==> src/rtl/excPkg.sv <==
package excPkg;

  localparam int XLEN      = 32;
  localparam int NUM_FAULT = 18;
  localparam int IDX_W     = $clog2(NUM_FAULT);
  localparam int CODE_W    = 12;
  localparam int LVL_W     = 4;

  localparam logic [XLEN-1:0] RESET_VEC = 32'hA000_0000;
  localparam logic [XLEN-1:0] OFS_GEN   = 32'h0000_0100;
  localparam logic [XLEN-1:0] OFS_TLB   = 32'h0000_0400;
  localparam logic [XLEN-1:0] OFS_INT   = 32'h0000_0600;

  localparam int SR_MD = 30;
  localparam int SR_RB = 29;
  localparam int SR_BL = 28;
  localparam int SR_FD = 15;
  localparam int SR_IM = 4;

  typedef enum logic [1:0] {CLS_NONE, CLS_RESET, CLS_GEN, CLS_INT} entryClass_e;
  typedef enum logic [1:0] {VEC_RESET, VEC_GEN, VEC_TLB, VEC_INT} vecSel_e;
  typedef enum logic [1:0] {ADJ_NONE, ADJ_PLUS2, ADJ_MINUS2} pcAdj_e;

  typedef struct packed {
    logic              take;
    entryClass_e       cls;
    vecSel_e           vec;
    pcAdj_e            adj;
    logic              latchTea;
    logic              latchTra;
    logic [CODE_W-1:0] code;
  } ctrlStrobe_t;

  function automatic logic [CODE_W-1:0] faultCode(input logic [IDX_W-1:0] idx);
    case (idx)
      5'd0, 5'd9: faultCode = 12'h040;
      5'd1, 5'd14: faultCode = 12'h0E0;
      5'd2, 5'd12: faultCode = 12'h0A0;
      5'd3:  faultCode = 12'h180;
      5'd4:  faultCode = 12'h1A0;
      5'd5:  faultCode = 12'h800;
      5'd6:  faultCode = 12'h820;
      5'd7:  faultCode = 12'h160;
      5'd8, 5'd17: faultCode = 12'h1E0;
      5'd10: faultCode = 12'h060;
      5'd11: faultCode = 12'h080;
      5'd13: faultCode = 12'h0C0;
      5'd15: faultCode = 12'h100;
      5'd16: faultCode = 12'h120;
      default: faultCode = 12'h000;
    endcase
  endfunction

  function automatic vecSel_e faultVec(input logic [IDX_W-1:0] idx);
    faultVec = (idx == 5'd0 || idx == 5'd9 || idx == 5'd10) ? VEC_TLB : VEC_GEN;
  endfunction

  function automatic pcAdj_e faultAdj(input logic [IDX_W-1:0] idx);
    case (idx)
      5'd7, 5'd17: faultAdj = ADJ_PLUS2;
      5'd4, 5'd6:  faultAdj = ADJ_MINUS2;
      default:     faultAdj = ADJ_NONE;
    endcase
  endfunction

  function automatic logic faultTea(input logic [IDX_W-1:0] idx);
    faultTea = (idx <= 5'd2) || (idx >= 5'd9 && idx <= 5'd15);
  endfunction

endpackage

==> src/rtl/excIrqGate.sv <==
module excIrqGate
  import excPkg::*;
#(
  parameter int LW = LVL_W
) (
  input  logic [LW-1:0]     irqLevel,
  input  logic              srBl,
  input  logic [LW-1:0]     srImask,
  output logic              irqAccept,
  output logic [CODE_W-1:0] irqCode
);
  localparam logic [LW-1:0] LVL_MAX = '1;

  logic [LW-1:0] distance;

  always_comb begin
    irqAccept = !srBl && (irqLevel != '0) && (irqLevel > srImask);
    distance  = LVL_MAX - irqLevel;
    irqCode   = 12'h200 + (CODE_W'(distance) << 5);
  end
endmodule

==> src/rtl/excControl.sv <==
module excControl
  import excPkg::*;
#(
  parameter int NF = NUM_FAULT
) (
  input  logic [1:0]        rstReq,
  input  logic [1:0]        mhitReq,
  input  logic [NF-1:0]     faultReq,
  input  logic              nmiReq,
  input  logic              irqAccept,
  input  logic [CODE_W-1:0] irqCode,
  output ctrlStrobe_t       strb
);
  logic [IDX_W-1:0] sel;

  always_comb begin
    sel = '0;
    for (int i = NF - 1; i >= 0; i--) begin
      if (faultReq[i]) sel = IDX_W'(i);
    end
  end

  always_comb begin
    strb.take     = 1'b0;
    strb.cls      = CLS_NONE;
    strb.vec      = VEC_GEN;
    strb.adj      = ADJ_NONE;
    strb.latchTea = 1'b0;
    strb.latchTra = 1'b0;
    strb.code     = '0;
    if (rstReq[0] || rstReq[1]) begin
      strb.take = 1'b1;
      strb.cls  = CLS_RESET;
      strb.vec  = VEC_RESET;
      strb.code = rstReq[0] ? 12'h000 : 12'h020;
    end else if (|mhitReq) begin
      strb.take     = 1'b1;
      strb.cls      = CLS_RESET;
      strb.vec      = VEC_RESET;
      strb.latchTea = 1'b1;
      strb.code     = 12'h140;
    end else if (|faultReq) begin
      strb.take     = 1'b1;
      strb.cls      = CLS_GEN;
      strb.vec      = faultVec(sel);
      strb.adj      = faultAdj(sel);
      strb.latchTea = faultTea(sel);
      strb.latchTra = (sel == 5'd7);
      strb.code     = faultCode(sel);
    end else if (nmiReq) begin
      strb.take = 1'b1;
      strb.cls  = CLS_INT;
      strb.vec  = VEC_INT;
      strb.code = 12'h1C0;
    end else if (irqAccept) begin
      strb.take = 1'b1;
      strb.cls  = CLS_INT;
      strb.vec  = VEC_INT;
      strb.code = irqCode;
    end
  end
endmodule

==> src/rtl/excDatapath.sv <==
module excDatapath
  import excPkg::*;
#(
  parameter int W = XLEN
) (
  input  logic         clk,
  input  logic         rstN,
  input  ctrlStrobe_t  strb,
  input  logic [W-1:0] curPc,
  input  logic [W-1:0] curSr,
  input  logic [W-1:0] curR15,
  input  logic [W-1:0] curVbr,
  input  logic         inDelaySlot,
  input  logic [7:0]   trapImm,
  input  logic [W-1:0] faultAddr,
  output logic         taken,
  output logic [W-1:0] newPc,
  output logic [W-1:0] newVbr,
  output logic [W-1:0] newSr,
  output logic [W-1:0] savedPc,
  output logic [W-1:0] savedSr,
  output logic [W-1:0] savedR15,
  output logic [W-1:0] expEvt,
  output logic [W-1:0] intEvt,
  output logic [W-1:0] tra,
  output logic [W-1:0] tea,
  output logic         newSlot
);
  logic [W-1:0] target, pcToSave, srReset, srGen;

  always_comb begin
    case (strb.vec)
      VEC_RESET: target = RESET_VEC;
      VEC_TLB:   target = curVbr + OFS_TLB;
      VEC_INT:   target = curVbr + OFS_INT;
      default:   target = curVbr + OFS_GEN;
    endcase
    case (strb.adj)
      ADJ_PLUS2:  pcToSave = curPc + W'(2);
      ADJ_MINUS2: pcToSave = curPc - W'(2);
      default:    pcToSave = curPc;
    endcase
    srGen = curSr;
    srGen[SR_MD] = 1'b1;
    srGen[SR_RB] = 1'b1;
    srGen[SR_BL] = 1'b1;
    srReset = srGen;
    srReset[SR_FD] = 1'b0;
    srReset[SR_IM +: 4] = 4'hF;
  end

  always_ff @(posedge clk or negedge rstN) begin
    if (!rstN) begin
      taken    <= 1'b0;
      newPc    <= '0;
      newVbr   <= '0;
      newSr    <= '0;
      savedPc  <= '0;
      savedSr  <= '0;
      savedR15 <= '0;
      expEvt   <= '0;
      intEvt   <= '0;
      tra      <= '0;
      tea      <= '0;
      newSlot  <= 1'b0;
    end else begin
      taken   <= strb.take;
      newSlot <= strb.take ? 1'b0 : inDelaySlot;
      if (strb.take) begin
        newPc <= target;
        if (strb.latchTea) tea <= faultAddr;
        if (strb.latchTra) tra <= W'({trapImm, 2'b00});
        if (strb.cls == CLS_RESET) begin
          newVbr <= '0;
          newSr  <= srReset;
          expEvt <= W'(strb.code);
        end else begin
          newVbr   <= curVbr;
          newSr    <= srGen;
          savedPc  <= pcToSave;
          savedSr  <= curSr;
          savedR15 <= curR15;
          if (strb.cls == CLS_INT) intEvt <= W'(strb.code);
          else                     expEvt <= W'(strb.code);
        end
      end
    end
  end
endmodule

==> src/rtl/excEntry.sv <==
module excEntry
  import excPkg::*;
(
  input  logic                 clk,
  input  logic                 rstN,
  input  logic [1:0]           rstReq,
  input  logic [1:0]           mhitReq,
  input  logic [NUM_FAULT-1:0] faultReq,
  input  logic                 nmiReq,
  input  logic [LVL_W-1:0]     irqLevel,
  input  logic [XLEN-1:0]      curPc,
  input  logic [XLEN-1:0]      curSr,
  input  logic [XLEN-1:0]      curR15,
  input  logic [XLEN-1:0]      curVbr,
  input  logic                 inDelaySlot,
  input  logic [7:0]           trapImm,
  input  logic [XLEN-1:0]      faultAddr,
  output logic                 taken,
  output logic [XLEN-1:0]      newPc,
  output logic [XLEN-1:0]      newVbr,
  output logic [XLEN-1:0]      newSr,
  output logic [XLEN-1:0]      savedPc,
  output logic [XLEN-1:0]      savedSr,
  output logic [XLEN-1:0]      savedR15,
  output logic [XLEN-1:0]      expEvt,
  output logic [XLEN-1:0]      intEvt,
  output logic [XLEN-1:0]      tra,
  output logic [XLEN-1:0]      tea,
  output logic                 newSlot
);
  logic              irqAccept;
  logic [CODE_W-1:0] irqCode;
  ctrlStrobe_t       strb;

  excIrqGate #(.LW(LVL_W)) i_irqGate (
    .irqLevel (irqLevel),
    .srBl     (curSr[SR_BL]),
    .srImask  (curSr[SR_IM +: LVL_W]),
    .irqAccept(irqAccept),
    .irqCode  (irqCode)
  );

  excControl #(.NF(NUM_FAULT)) i_control (
    .rstReq   (rstReq),
    .mhitReq  (mhitReq),
    .faultReq (faultReq),
    .nmiReq   (nmiReq),
    .irqAccept(irqAccept),
    .irqCode  (irqCode),
    .strb     (strb)
  );

  excDatapath #(.W(XLEN)) i_datapath (
    .clk, .rstN, .strb, .curPc, .curSr, .curR15, .curVbr, .inDelaySlot,
    .trapImm, .faultAddr, .taken, .newPc, .newVbr, .newSr, .savedPc,
    .savedSr, .savedR15, .expEvt, .intEvt, .tra, .tea, .newSlot
  );
endmodule

==> config.mk <==
export PLATFORM = sky130hd
export DESIGN_NAME = excEntry
export DESIGN_NICKNAME = d
export VERILOG_FILES = /design/src/rtl/excPkg.sv /design/src/rtl/excIrqGate.sv /design/src/rtl/excControl.sv /design/src/rtl/excDatapath.sv /design/src/rtl/excEntry.sv
export SDC_FILE = /design/constraint.sdc
export NUM_CORES = 1
export LEC_CHECK = 0
export ABC_AREA = 0
export CAP_MARGIN = 10
export CORE_AREA = 2 2 204 206
export DETAILED_ROUTE_END_ITERATION = 8
export DIE_AREA = 0 0 206 208
export GPL_TIMING_DRIVEN = 0
export PLACE_DENSITY = 0.76
export SETUP_SLACK_MARGIN = 0.5
export SLEW_MARGIN = 20
export SYNTH_ARGS = -nofsm -noshare
export SYNTH_HDL_FRONTEND = slang
export SYNTH_HIERARCHICAL = 1
export SYNTH_SLANG_ARGS = --single-unit
==> constraint.sdc <==
create_clock -name clk -period 0.8 [get_ports clk]
set_input_delay 0.08 -clock clk [delete_from_list [all_inputs] [get_ports clk]]
set_output_delay 0.08 -clock clk [all_outputs]
set_load 0.05 [all_outputs]
==> results.md <==
- WP data arrival: 4.68 ns
- Clk_skew: 0 ns
- Sink Count: ~260
- Syn avg cell area: approximately 9 sq um
- # rows: 74
- Avg WL per Cell: ~21 um
- Cell Pwr Density: between 1500 and 2000 nW/um^2
- CP Launch Type: input port
- Post-synth EDFFs: 0
- Slew HR: 0.4465
- Share of synthesized registers carrying an async set or reset: 1.000
- # setup viols final: roughly 510
- Die W: just over 200 um
- Clk Latency, worst-skew pair: 0.57 ns
- Worst setup path class: in -> reg
- Post-route ant nets: 0
- Critical path's slowest cell: a2111o_1
- Worst EP required: 1.28 ns
- Worst reg-to-reg path cell count: 1
- TritonCTS buffer count: 30
- Initial Util: 0.3592
- Max Slew Vio Count: 0
- Final worst setup slack: -3.393 ns
- Min-delay worst type: in -> async
- DRT iter0 DRCs: 1201
- Final core occ: 0.6037
- Clock Pin Slew Worst Setup and Hold Paths: 0.06 ns
- Worst Setup End Kind: flip-flop
- GR Util All Layers: 0.2552
- Final hold viol count: 178
- GRT overflow: 0
- Final period utilization: 5.242
- Crit path largest cell delay: roughly 0.40 ns
- Pre-CTS setup slack: -5.277 ns
- Post-DP HPWL: 42310 um
- Outcome: finished, violations left
- Hold slack: -0.5334 ns
- Seq/Total Area, Yosys: 0.4397
- Global placer's final weighted congestion: 0.9413
- WL final: slightly below 60000 um
- Post-synth cell types: between 90 and 100
- Post-synthesis register bit count: 256
- Slew of the pin with the lowest slew margin: approximately 0.83 ns
- Residual DRC: 0
- CP most frequent cell: buf_8
- Synth Flop Type: dfrtp_1
- Clock buffer depth: 3
- Via count: about 15000
- Share of cells above drive strength 1: 0.3320
- Largest net degree at the start of global routing: 102
- Setup repair after global routing missed its margin: yes
- Core ar.: slightly above 40000 sq um
- VDD IR-drop max: around 1.4 mV
- Layout area overhead: 68.06%
- Initial antenna violation count: 5
- Failing checks: hold timing, setup timing
- Post-Syn Instances: about 1600
- First-pass GRT wire length: 85440 um
- I/O pin count: 520
- Post-layout min period: around 4.2 ns
- Pleak: 10.43 nW
- Yosys warnings: 6
- Vias in the first global route: approximately 14000
- Height of the chip: around 210 um
- Total Neg Setup Slack: -624.69 ns
- Root buffer selected by CTS: clkbuf_16
- Port buffer count: 446
- Die area: roughly 43000 sq um
- Max Clk Rate: between 200 and 250 MHz
- CP max FO: 7
- Total power: 44.15 mW
- # Max-Cap Violations: 0
- NumNets Final: 2461
- Htree depth: 1
- CTS tree: done
- DRT Pass-1 Iters: 6
- Mapped Area: 14570 sq um
- Vias per inst: ~5.3
[placed cells by master, fill, tap and decap left out, types with 12 or more instances in the layout]
cell	Yosys	final
nor2b_1	19	18
buf_12	0	16
mux2_2	91	74
o21ai_1	4	27
inv_1	26	19
a31oi_1	23	19
or3_1	19	19
buf_6	1	44
nand2_1	286	276
nand4_1	12	12
buf_4	74	141
mux2_4	0	17
clkdlybuf4s50_1	0	414
a22o_1	34	34
clkbuf_1	80	44
dfrtp_1	256	141
conb_1	3	72
dfrtp_2	0	115
o21ai_0	74	40
nor2_1	126	114
a21oi_1	55	31
buf_8	0	36
xnor2_1	44	32
nand3_1	28	24
a21oi_2	0	18
nor3_1	26	18
clkbuf_16	0	46
clkbuf_2	0	21
[path summary, 6_finish.rpt]
kind,from,endpoint,slack (ns)
min in group clk,curSr[6],i_datapath/savedSr[6],-0.20
hold / removal,rstN,i_datapath/tea[18],-0.53
setup / recovery,faultReq[5],i_datapath/savedPc[23],-3.39
hold reg to reg,i_datapath/savedSr[23],i_datapath/savedSr[23],0.46
setup reg to reg,i_datapath/newSr[9],i_datapath/newSr[9],-0.03
max in group asynchronous,rstN,i_datapath/savedPc[15],0.40
[cells in the mapped netlist, types with 5 or more instances]
master | instances | area [sq um]
a21o_1 | 8 | 60.06
ha_1 | 18 | 225.2
mux2i_1 | 7 | 70.07
clkbuf_1 | 80 | 300.3
inv_1 | 26 | 97.59
a22oi_1 | 6 | 45.04
nor2b_1 | 19 | 118.9
nor3_1 | 26 | 130.1
o22a_1 | 5 | 43.79
o21a_1 | 6 | 45.04
xnor2_1 | 44 | 385.4
mux2_2 | 91 | 1025
nand3_1 | 28 | 140.1
o2bb2ai_1 | 11 | 96.34
a221oi_1 | 12 | 105.1
a31oi_1 | 23 | 143.9
nor3b_1 | 6 | 45.04
dfrtp_1 | 256 | 6406
o31a_1 | 11 | 96.34
nand2b_1 | 11 | 68.82
and4b_1 | 8 | 80.08
o21ai_0 | 74 | 370.4
nand2_1 | 286 | 1074
a21oi_1 | 55 | 275.3
and2_1 | 11 | 68.82
nand4_1 | 12 | 75.07
a32oi_1 | 9 | 78.83
o31ai_1 | 12 | 90.09
a21boi_0 | 5 | 37.54
nor2_1 | 126 | 473.0
xor2_1 | 13 | 113.9
buf_2 | 15 | 75.07
a22o_1 | 34 | 297.8
or3_1 | 19 | 118.9
buf_1 | 13 | 48.80
o22ai_1 | 14 | 87.58
nor4_1 | 10 | 62.56
o21bai_1 | 5 | 37.54
and3_1 | 5 | 31.28
buf_4 | 74 | 555.5
[what timing repair did]
item                                    CTS  global route
pin swaps                                78           127
resized for setup                       179           300
cloned                                    1            10
endpoints found under the setup margin  702           707
setup buffers                            49            57
endpoints found under the hold margin   168            74
[per-layer routing]
| layer | routed length (um) | vias to the layer above | global-route usage |
|---|---|---|---|
| met5 | 13 | - | 0 |
| met1 | 23430 | 7386 | 0.3238 |
| met4 | 1663 | 2 | 0.07340 |
| met2 | 29880 | 706 | 0.4454 |
| li1 | - | 6777 | - |
| met3 | 4402 | 125 | 0.04026 |
[report_power, final]
part | internal (mW) | switching, mW
Combinational | 5.29 | 9.63
Clock | 8.18 | 5.71
Sequential | 14.5 | 0.855
Total | 28.0 | 16.2
[flip-flops by register name, indices dropped and copies added (netlist names)]
name,count
i_datapath/savedR15,32
i_datapath/savedSr,32
i_datapath/savedPc,32
i_datapath/newSr,30
i_datapath/tea,32
i_datapath/newSlot,1
i_datapath/expEvt,12
i_datapath/tra,8
i_datapath/newVbr,32
i_datapath/taken,1
i_datapath/intEvt,12
i_datapath/newPc,32
[cell type report]
type | instances | area [sq um]
Clock inverter | 16 | 180.2
Clock buffer | 39 | 815.8
Antenna cell | 4 | 10.01
Buffer | 183 | 1685
Inverter | 27 | 116.4
Multi-Input combinational cell | 1182 | 8682
Fill cell | 3348 | 16070
Tap cell | 532 | 665.6
Timing Repair Buffer | 565 | 5777
Sequential cell | 256 | 6550
[cell families after synthesis]
group                    after synthesis  share of synthesized area
flip-flops                           256                     0.4397
AND/OR/NAND/NOR                      596                     0.1921
XOR/XNOR                              57                    0.03427
AO/OA/AOI/OAI                        341                     0.1675
other                                  3                  0.0007729
multiplexers                          98                    0.07515
adder cells (fa/ha/maj)               18                    0.01546
buffers and inverters                210                    0.07498
[stage by stage]
step | area [sq um] | instances
final | 24480 | 2804
after global routing | 24480 | 2804
after CTS | 22800 | 2733
after detailed placement | 20880 | 2628
after global placement | 20820 | 2626
after floorplan | 15690 | 1648
[worst max-delay path: cells and delay by family]
kind | cells | cell delay (ns)
AO/OA/AOI/OAI | 8 | 1.67
XOR/XNOR | 2 | 0.31
adder cells (fa/ha/maj) | 3 | 0.53
buffers and inverters | 11 | 1.24
AND/OR/NAND/NOR | 5 | 0.85
(Power assumes the default switching activity.)
